### config.mk
export PLATFORM = sky130hd
export DESIGN_NAME = sia_unit
export DESIGN_NICKNAME = d
export VERILOG_FILES = /design/src/rtl/sia_pkg.sv /design/src/rtl/sia_decode.sv /design/src/rtl/sia_addsub.sv /design/src/rtl/sia_cmp.sv /design/src/rtl/sia_unit.sv
export SDC_FILE = /design/constraint.sdc
export NUM_CORES = 1
export LEC_CHECK = 0
export BUFFER_PORTS_ARGS = -buffer_cell sky130_fd_sc_hd__buf_4
export CAP_MARGIN = 20
export CORE_AREA = 2 2 139 141
export CTS_BUF_LIST = sky130_fd_sc_hd__clkbuf_8 sky130_fd_sc_hd__clkbuf_16
export CTS_CLUSTER_DIAMETER = 100
export DETAILED_ROUTE_END_ITERATION = 16
export DIE_AREA = 0 0 141 143
export PLACE_DENSITY = 0.89
export REMOVE_ABC_BUFFERS = 1
export SLEW_MARGIN = 30
export SYNTH_ARGS = -nofsm -noshare
export SYNTH_HDL_FRONTEND = slang
export SYNTH_SLANG_ARGS = --single-unit
export TNS_END_PERCENT = 20
### constraint.sdc
create_clock -name clk -period 2.8 [get_ports clk]
set_clock_uncertainty 0.1 [all_clocks]
set_input_delay 0.56 -clock clk [delete_from_list [all_inputs] [get_ports clk]]
set_output_delay 0.56 -clock clk [all_outputs]
set_load 0.01 [all_outputs]
### src/rtl/sia_pkg.sv
package sia_pkg;

  localparam int FUNC_W = 7;

  // function codes
  localparam logic [FUNC_W-1:0] F_ADDN    = 7'h00;
  localparam logic [FUNC_W-1:0] F_ADDN_T  = 7'h40;
  localparam logic [FUNC_W-1:0] F_ADDN_X4 = 7'h02;
  localparam logic [FUNC_W-1:0] F_ADDN_X8 = 7'h12;
  localparam logic [FUNC_W-1:0] F_ADDW    = 7'h20;
  localparam logic [FUNC_W-1:0] F_ADDW_T  = 7'h60;
  localparam logic [FUNC_W-1:0] F_ADDW_X4 = 7'h22;
  localparam logic [FUNC_W-1:0] F_ADDW_X8 = 7'h32;
  localparam logic [FUNC_W-1:0] F_SUBN    = 7'h09;
  localparam logic [FUNC_W-1:0] F_SUBN_T  = 7'h49;
  localparam logic [FUNC_W-1:0] F_SUBN_X4 = 7'h0b;
  localparam logic [FUNC_W-1:0] F_SUBN_X8 = 7'h1b;
  localparam logic [FUNC_W-1:0] F_SUBW    = 7'h29;
  localparam logic [FUNC_W-1:0] F_SUBW_T  = 7'h69;
  localparam logic [FUNC_W-1:0] F_SUBW_X4 = 7'h2b;
  localparam logic [FUNC_W-1:0] F_SUBW_X8 = 7'h3b;
  localparam logic [FUNC_W-1:0] F_CEQ     = 7'h2d;
  localparam logic [FUNC_W-1:0] F_CSLE    = 7'h6d;
  localparam logic [FUNC_W-1:0] F_CSLT    = 7'h4d;
  localparam logic [FUNC_W-1:0] F_CULE    = 7'h3d;
  localparam logic [FUNC_W-1:0] F_CULT    = 7'h1d;
  localparam logic [FUNC_W-1:0] F_CBYTE   = 7'h0f;

  typedef enum logic [2:0] {
    CMP_NONE = 3'd0,
    CMP_EQ   = 3'd1,
    CMP_SLE  = 3'd2,
    CMP_SLT  = 3'd3,
    CMP_ULE  = 3'd4,
    CMP_ULT  = 3'd5,
    CMP_BYTE = 3'd6
  } cmp_kind_e;

  typedef struct packed {
    logic      legal;
    logic      use_cmp;
    logic      sub;
    logic      narrow;
    logic [1:0] shamt;
    logic      trap;
    cmp_kind_e cmp;
  } op_ctl_t;

endpackage

### src/rtl/sia_decode.sv
module sia_decode
  import sia_pkg::*;
(
  input  logic [FUNC_W-1:0] func,
  output op_ctl_t           ctl
);

  always_comb begin
    ctl         = '0;
    ctl.cmp     = CMP_NONE;
    ctl.legal   = 1'b1;
    case (func)
      F_ADDN:    begin ctl.narrow = 1'b1; end
      F_ADDN_T:  begin ctl.narrow = 1'b1; ctl.trap = 1'b1; end
      F_ADDN_X4: begin ctl.narrow = 1'b1; ctl.shamt = 2'd2; end
      F_ADDN_X8: begin ctl.narrow = 1'b1; ctl.shamt = 2'd3; end
      F_ADDW:    begin end
      F_ADDW_T:  begin ctl.trap = 1'b1; end
      F_ADDW_X4: begin ctl.shamt = 2'd2; end
      F_ADDW_X8: begin ctl.shamt = 2'd3; end
      F_SUBN:    begin ctl.sub = 1'b1; ctl.narrow = 1'b1; end
      F_SUBN_T:  begin ctl.sub = 1'b1; ctl.narrow = 1'b1; ctl.trap = 1'b1; end
      F_SUBN_X4: begin ctl.sub = 1'b1; ctl.narrow = 1'b1; ctl.shamt = 2'd2; end
      F_SUBN_X8: begin ctl.sub = 1'b1; ctl.narrow = 1'b1; ctl.shamt = 2'd3; end
      F_SUBW:    begin ctl.sub = 1'b1; end
      F_SUBW_T:  begin ctl.sub = 1'b1; ctl.trap = 1'b1; end
      F_SUBW_X4: begin ctl.sub = 1'b1; ctl.shamt = 2'd2; end
      F_SUBW_X8: begin ctl.sub = 1'b1; ctl.shamt = 2'd3; end
      F_CEQ:     begin ctl.use_cmp = 1'b1; ctl.cmp = CMP_EQ;   end
      F_CSLE:    begin ctl.use_cmp = 1'b1; ctl.cmp = CMP_SLE;  end
      F_CSLT:    begin ctl.use_cmp = 1'b1; ctl.cmp = CMP_SLT;  end
      F_CULE:    begin ctl.use_cmp = 1'b1; ctl.cmp = CMP_ULE;  end
      F_CULT:    begin ctl.use_cmp = 1'b1; ctl.cmp = CMP_ULT;  end
      F_CBYTE:   begin ctl.use_cmp = 1'b1; ctl.cmp = CMP_BYTE; end
      default:   begin ctl.legal = 1'b0; end
    endcase
  end

endmodule

### src/rtl/sia_addsub.sv
module sia_addsub #(
  parameter int DW = 64,
  parameter int NW = 32
) (
  input  logic [DW-1:0] opa,
  input  logic [DW-1:0] opb,
  input  logic          sub,
  input  logic          narrow,
  input  logic [1:0]    shamt,
  input  logic          trap,
  output logic [DW-1:0] res,
  output logic          ovf
);

  localparam int EXT_W = DW - NW;

  logic [DW-1:0] a_sc;
  logic [DW-1:0] b_eff;
  logic [DW-1:0] raw;
  logic          sign_a, sign_b, sign_r;

  // one carry-propagate adder serves both add and subtract
  always_comb begin
    a_sc  = opa << shamt;
    b_eff = sub ? ~opb : opb;
    raw   = a_sc + b_eff + {{(DW-1){1'b0}}, sub};
  end

  always_comb begin
    if (narrow) begin
      res    = {{EXT_W{raw[NW-1]}}, raw[NW-1:0]};
      sign_a = opa[NW-1];
      sign_b = opb[NW-1];
      sign_r = raw[NW-1];
    end else begin
      res    = raw;
      sign_a = opa[DW-1];
      sign_b = opb[DW-1];
      sign_r = raw[DW-1];
    end
  end

  always_comb begin
    if (sub)
      ovf = trap & (sign_a != sign_b) & (sign_r != sign_a);
    else
      ovf = trap & (sign_a == sign_b) & (sign_r != sign_a);
  end

endmodule

### src/rtl/sia_cmp.sv
module sia_cmp
  import sia_pkg::*;
#(
  parameter int DW = 64
) (
  input  logic [DW-1:0] opa,
  input  logic [DW-1:0] opb,
  input  cmp_kind_e     kind,
  output logic [DW-1:0] res
);

  localparam int NBYTE = DW / 8;

  logic [NBYTE-1:0] byte_ge;
  logic             eq, slt, ult;

  for (genvar g = 0; g < NBYTE; g++) begin : g_lane
    assign byte_ge[g] = (opa[8*g +: 8] >= opb[8*g +: 8]);
  end

  always_comb begin
    eq  = (opa == opb);
    slt = ($signed(opa) < $signed(opb));
    ult = (opa < opb);
  end

  always_comb begin
    res = '0;
    case (kind)
      CMP_EQ:   res[0] = eq;
      CMP_SLE:  res[0] = slt | eq;
      CMP_SLT:  res[0] = slt;
      CMP_ULE:  res[0] = ult | eq;
      CMP_ULT:  res[0] = ult;
      CMP_BYTE: res[NBYTE-1:0] = byte_ge;
      default:  res = '0;
    endcase
  end

endmodule

### src/rtl/sia_unit.sv
module sia_unit
  import sia_pkg::*;
#(
  parameter int DW = 64,
  parameter int NW = 32
) (
  input  logic              clk,
  input  logic              rst_n,
  input  logic              in_vld,
  input  logic [FUNC_W-1:0] func,
  input  logic [DW-1:0]     opa,
  input  logic [DW-1:0]     opb,
  output logic              out_vld,
  output logic [DW-1:0]     result,
  output logic              ovf,
  output logic              illegal
);

  localparam int SYNC_STAGES = 2;

  // reset: asserted asynchronously, released on the clock
  logic [SYNC_STAGES-1:0] rst_pipe;
  logic                   rst_int_n;

  always_ff @(posedge clk or negedge rst_n) begin
    if (!rst_n) rst_pipe <= '0;
    else        rst_pipe <= {rst_pipe[SYNC_STAGES-2:0], 1'b1};
  end
  assign rst_int_n = rst_pipe[SYNC_STAGES-1];

  op_ctl_t       ctl;
  logic [DW-1:0] arith_res;
  logic          arith_ovf;
  logic [DW-1:0] cmp_res;

  sia_decode u_dec (
    .func (func),
    .ctl  (ctl)
  );

  sia_addsub #(.DW(DW), .NW(NW)) u_arith (
    .opa    (opa),
    .opb    (opb),
    .sub    (ctl.sub),
    .narrow (ctl.narrow),
    .shamt  (ctl.shamt),
    .trap   (ctl.trap),
    .res    (arith_res),
    .ovf    (arith_ovf)
  );

  sia_cmp #(.DW(DW)) u_cmp (
    .opa  (opa),
    .opb  (opb),
    .kind (ctl.cmp),
    .res  (cmp_res)
  );

  // next-state
  logic [DW-1:0] result_d;
  logic          ovf_d;
  logic          illegal_d;

  always_comb begin
    if (!ctl.legal) begin
      result_d = '0;
      ovf_d    = 1'b0;
    end else if (ctl.use_cmp) begin
      result_d = cmp_res;
      ovf_d    = 1'b0;
    end else begin
      result_d = arith_res;
      ovf_d    = arith_ovf;
    end
    illegal_d = ~ctl.legal;
  end

  // registers, enabled by the input strobe
  always_ff @(posedge clk or negedge rst_int_n) begin
    if (!rst_int_n) begin
      out_vld <= 1'b0;
    end else begin
      out_vld <= in_vld;
    end
  end

  always_ff @(posedge clk or negedge rst_int_n) begin
    if (!rst_int_n) begin
      result  <= '0;
      ovf     <= 1'b0;
      illegal <= 1'b0;
    end else if (in_vld) begin
      result  <= result_d;
      ovf     <= ovf_d;
      illegal <= illegal_d;
    end
  end

  // checks
  AST_VALID_FOLLOWS: assert property (@(posedge clk) disable iff (!rst_int_n)
    in_vld |=> out_vld);
  AST_VALID_DROPS: assert property (@(posedge clk) disable iff (!rst_int_n)
    !in_vld |=> !out_vld);
  AST_RESULT_HOLDS: assert property (@(posedge clk) disable iff (!rst_int_n)
    !in_vld |=> $stable(result) && $stable(ovf) && $stable(illegal));
  AST_NO_OVERFLOW: assert property (@(posedge clk) disable iff (!rst_int_n)
    (in_vld && !ctl.trap) |=> !ovf);
  AST_ILLEGAL_QUIET: assert property (@(posedge clk) disable iff (!rst_int_n)
    (out_vld && illegal) |-> (result == '0) && !ovf);
  AST_BYTE_MASK_NARROW: assert property (@(posedge clk) disable iff (!rst_int_n)
    (in_vld && ctl.cmp == CMP_BYTE) |=> (result[DW-1:8] == '0));

endmodule

==> flow_summary_export.csv, run 1 <==
group,metric,value,unit
placed_design,place_congestion,1.035,
synthesis,warnings_synthesis,0,
global_route,gr-total-overflow,4,
synthesis,synth_edf_count,0,
synthesis,main_flop_type_after_synthesis,"sky130_fd_sc_hd__dfrtp_1",
floorplan,rows,50,
synthesis,synth.area.top_cells,"sky130_fd_sc_hd__dfrtp_1 16%, sky130_fd_sc_hd__ha_1 16%, sky130_fd_sc_hd__a21oi_1 8.8%, sky130_fd_sc_hd__xnor2_1 8.2%, sky130_fd_sc_hd__mux2i_1 6.2%",
synthesis,post_synth_instance_area,10570,µm²
clocking,h_tree_level_count,3,
run_status,stop_stage,"global routing (5_1_grt)",
clocking,clock_sinks,69,
synthesis,synth_top_cell_area_share,16.33,%
synthesis,asyncSetResetFlopFracSynth,100.0,%
placed_design,placement.io_buffers,204,
synthesis,synth-seq-cells,69,
placed_design,place_ws,-1.934,ns
floorplan,floorplan.initialDensity,56.90,%
synthesis,ys_types,78,
placed_design,placedInstanceArea,15070,µm²
synthesis,avgSynthCellArea,7.695,µm²
global_route,track_usage,71.89,%
synthesis,synth_area_leader_cell,"sky130_fd_sc_hd__dfrtp_1",
global_route,via_count_of_the_first_global_routing_pass,18318,
clocking,cts_buffers,9,
run_status,status,"aborted with a tool error",
floorplan,boundaryPins,205,
global_route,grt_start_max_net_pins,42,
synthesis,yosysSeqAreaShare,16.33,%
global_route,grt_first_pass_wirelength,109.4,mm
clocking,ctsRootBufferMaster,"sky130_fd_sc_hd__clkbuf_16",
floorplan,dieHeight,143,µm
synthesis,synthCells,1374,
run_status,tool.error,"[ERROR GRT-0116] Global routing finished with congestion. Check the congestion regions in the DRC Viewer.",
placed_design,placed_cells_incl_taps,2122,
floorplan,die_x,141,µm
clocking,cts_buffer_depth,2,
placed_design,place.detailed.hpwl,36.01,mm
## synthesized netlist by cell type (all sizes together) (13+ instances only)
master,instances
o21bai,23
dfrtp,69
inv,102
xnor2,100
a21o,84
nor2b,14
o21ai,60
clkbuf,58
mux2i,65
nand3,32
and3,13
nor2,120
nand4,33
a21oi,187
o2bb2ai,27
nand2,62
buf,21
nor3,18
xor2,19
ha,133
## cells by family after synthesis
family                   count (synthesis)  share of synthesized area [%]
other                                    1                        0.03547
multiplexers                            67                          6.402
buffers and inverters                  182                          6.722
flip-flops                              69                          16.33
AND/OR/NAND/NOR                        336                          15.38
AO/OA/AOI/OAI                          466                          29.27
adder cells (fa/ha/maj)                134                          15.93
XOR/XNOR                               119                          9.929
## through the flow
stage | setup TNS (ns) | hold slack (ns)
after CTS | -55.55 | 0.2577
after detailed placement | -85.36 | 0.2434
after global placement | -71.27 | 0.2349
after floorplan | -456.36 | 0.1644
## repair_timing
action                     4_1_cts
buffers inserted                24
hold buffers                     1
pin swaps                       60
setup endpoints to repair       62
hold endpoints to repair         2
cloned                           2
resized for setup              112
## per-layer routing
layer,overflow,global-route usage [%]
met5,0,19.30
met1,0,73.40
met4,3,68.89
met2,1,87.88
met3,0,57.55
==> inputs of run 2 (changes only) <==
Settings changed: CORE_AREA 2 2 139 141 to 2 2 166 168, CTS_BUF_LIST sky130_fd_sc_hd__clkbuf_8 sky130_fd_sc_hd__clkbuf_16 to default, CTS_CLUSTER_DIAMETER 100 to default, DIE_AREA 0 0 141 143 to 0 0 168 170, PLACE_DENSITY 0.89 to default, PLACE_DENSITY_LB_ADDON from default to 0.15.
==> flow_summary_export.csv, run 2 <==
group,metric,value,unit
route,drcViolationCount,0,
clocking,clock_tree_from_tritoncts,"built",
clocking,clock_latency_of_the_later_clocked_register_in_the_worst_skew_pair,0.35,ns
clocking,clock_pin_slew_on_the_worst_setup_and_hold_paths,0.07,ns
final_layout,largestRegisters,"result x64, rst_pipe x2",
worst_setup_path,timing.critical_path.from_type,"input pin",
synthesis,synth-seq-cells,69,
worst_setup_path,critical_path_class,"in -> reg",
worst_setup_path,critPathTopFamily,"compound AO/OA/AOI/OAI gates",
floorplan,boundaryPins,205,
worst_setup_path,critPathCaptureType,"register",
synthesis,synthCells,1374,
synthesis,synth.area.top_cells,"sky130_fd_sc_hd__dfrtp_1 16%, sky130_fd_sc_hd__ha_1 16%, sky130_fd_sc_hd__a21oi_1 8.8%, sky130_fd_sc_hd__xnor2_1 8.2%, sky130_fd_sc_hd__mux2i_1 6.2%",
route,drt-pass1-iter-count,5,
worst_setup_path,critPathArrivalTime,4.12,ns
placed_design,placedInstanceArea,15180,µm²
placed_design,place.detailed.hpwl,33.50,mm
worst_setup_path,worst_path_largest_cell_delay,0.36,ns
final_layout,diodes,0,
sta,finalCritPeriodShare,142.2,%
run_status,status,"complete, but fails checks",
worst_setup_path,cp_num_buf_inv,7,
run_status,violations,"negative setup slack",
power,worst_ir_drop_vdd,0.2600,mV
sta,fmax,0.2511,GHz
synthesis,yosysSeqAreaShare,16.33,%
final_layout,area_growth,56.39,%
worst_setup_path,timing.critical_path.fanout_max,8,
placed_design,placement.io_buffers,204,
floorplan,dieHeight,170,µm
synthesis,synth_edf_count,0,
sta,tightestPinTransition,0.7737,ns
final_layout,layout-drive-gt1-share,39.14,%
final_layout,layout.cells.most_common,"sky130_fd_sc_hd__buf_4",
synthesis,yosys.cell_count.top_type,"sky130_fd_sc_hd__a21oi_1",
sta,setup_repair_after_global_routing_missed_its_margin,"yes",
sta,maxSlewHeadroom,47.88,%
synthesis,synth_simple_gate_area_share,15.38,%
clocking,cts_buffers,9,
power,power.total,6.114,mW
placed_design,place_congestion,0.9176,
synthesis,ys_types,78,
worst_hold_path,min_path_type,"reg -> async",
floorplan,rows,60,
synthesis,post_synth_mux_area_share,6.402,%
final_layout,finish.cell_count_without_fillers,2265,
route,post_drt_wl_per_cell,18.47,µm
global_route,grt_antenna_before_repair,0,
placed_design,placed_cells_incl_taps,2220,
power,power_density,369.7,nW/µm²
worst_setup_path,crit_chain,"buf_8 -> mux2_4 -> nor3_4 -> buf_6 -> buf_16 -> buf_6 -> xnor2_2 -> ha_2 -> a21o_1 -> a21o_1 -> a2111oi_4 -> buf_4 -> a211oi_4 -> buf_4 -> a211oi_4 -> xnor2_2 -> o21bai_4 -> nor2_4 -> buf_12 -> a221o_1",
worst_setup_path,crit_required,2.93,ns
global_route,gr-total-overflow,0,
worst_setup_path,cp_slowest_cell,"sky130_fd_sc_hd__a2111oi_4",
clocking,h_tree_level_count,3,
sta,setup_ws,-1.183,ns
route,vias_per_cell,5.459,
run,maxCapViolations,0,
sta,timing.final.hold_violations,0,
synthesis,asyncSetResetFlopFracSynth,100.0,%
synthesis,synth.top_cells.by_count,"186 x sky130_fd_sc_hd__a21oi_1, 133 x sky130_fd_sc_hd__ha_1, 119 x sky130_fd_sc_hd__nor2_1",
floorplan,floorplan.initialDensity,39.67,%
sta,finalCriticalPeriod,3.983,ns
sta,setup-tns-final,-51.49,ns
final_layout,layout_common_cells,"575 x sky130_fd_sc_hd__buf_4, 152 x sky130_fd_sc_hd__a21oi_1, 129 x sky130_fd_sc_hd__ha_1",
synthesis,warnings_synthesis,0,
synthesis,synth_xor_area_share,9.929,%
synthesis,combinational_family_with_the_most_area_after_synthesis,"compound AO/OA/AOI/OAI gates",
global_route,via_count_of_the_first_global_routing_pass,11960,
synthesis,main_flop_type_after_synthesis,"sky130_fd_sc_hd__dfrtp_1",
synthesis,synth-compound-area-share,29.27,%
synthesis,synth_adder_area_share,15.93,%
power,leakage,8.509,nW
route,drt_iter0_drc,881,
clocking,ctsRootBufferMaster,"sky130_fd_sc_hd__clkbuf_16",
clocking,cts_buffer_depth,2,
final_layout,max_flop_register,"result",
synthesis,synth_top_cell_area_share,16.33,%
global_route,track_usage,28.36,%
synthesis,avgSynthCellArea,7.695,µm²
sta,maxSlewViolCount,0,
route,drt_wl_total,41.83,mm
clocking,clock_sinks,69,
floorplan,placeableCoreArea,26650,µm²
floorplan,design.die.area,28560,µm²
final_layout,largest_register_ffs,64,
global_route,grt_start_max_net_pins,44,
route,routed-via-count,12364,
global_route,grt_first_pass_wirelength,64.14,mm
synthesis,post_synth_instance_area,10570,µm²
synthesis,synth_area_leader_cell,"sky130_fd_sc_hd__dfrtp_1",
final_layout,design_area,16530,µm²
floorplan,die_x,168,µm
final_layout,nNetsFinal,2191,
route,postRouteAntennaNets,0,
sta,timing.final.setup_violations,60,
run 2: final timing paths:
path / start / endpoint / slack (ns) / cells past startpoint
max: func[1] / result[47]$_DFFE_PN0P_ / -1.18 / 20
min: rst_pipe[1]$_DFF_PN0_ / illegal$_DFFE_PN0P_ / 0.23 / 0
max reg2reg: result[60]$_DFFE_PN0P_ / result[60]$_DFFE_PN0P_ / 1.35 / 4
min reg2reg: rst_pipe[1]$_DFF_PN0_ / illegal$_DFFE_PN0P_ / 0.23 / 0
max in group asynchronous: rst_pipe[1]$_DFF_PN0_ / result[27]$_DFFE_PN0P_ / 1.64 / 1
min in group clk: rst_pipe[0]$_DFF_PN0_ / rst_pipe[1]$_DFF_PN0_ / 0.25 / 0
run 2: timing repair:
item                                   4_1_cts  5_1_grt
pin swaps                                   55       15
setup buffers                               17       11
cloned                                       1        3
gates resized for setup                    111       59
endpoints found under the hold margin        2        0
hold buffers                                 1        0
setup endpoints to repair                   62       62
run 2: worst register-to-register path: cells and delay by family (launching register included):
family / cells / cell delay, ns
AO/OA/AOI/OAI: 1 / 0.16
flip-flops: 1 / 0.44
multiplexers: 1 / 0.27
AND/OR/NAND/NOR: 2 / 0.40
run 2: logic make-up (layout without fill, tap and decap cells):
family	after synthesis	in the layout
muxes	67	67
other	1	1
buffers and inverters	182	732
adders and majority gates	134	134
xor gates and xnor gates	119	119
and+or+nand+nor	336	336
DFF	69	69
AOI/OAI and AO/OA	466	466
run 2: report_power, final:
group / switching [mW] / leakage [nW] / internal (mW)
clock network: 0.559 / 0.143 / 0.703
registers: 0.0647 / 0.932 / 1.07
logic: 1.84 / 7.43 / 1.87
total: 2.47 / 8.51 / 3.65
run 2: cell type report:
cell class              instances  area [µm²]
clock buffers                   9       225.2
clock inverters                 7       80.08
fillers                      2389       10120
inverters                     103       386.6
multi-input cells            1123        8771
flip-flops and latches         69        1728
well taps                     341       426.7
repair buffers                613        4917
run 2: layer usage:
layer	wire, µm	track usage [%]
met5	0	0
met4	869	6.465
met3	2425	3.721
met2	18170	44.59
met1	20370	41.20
run 2: per-stage QoR:
| stage | hold WS, ns | setup WS (ns) | util [%] |
|---|---|---|---|
| global route | 0.2655 | -1.309 | 62.04 |
| detailed placement | 0.2378 | -1.775 | 56.97 |
| CTS | 0.2527 | -1.165 | 60.38 |
| floorplan | 0.1644 | -7.592 | - |
| global placement | 0.2338 | -1.675 | 56.97 |
| finish | 0.2329 | -1.183 | 62.04 |
No activity file was read; power rests on OpenSTA's default activity.
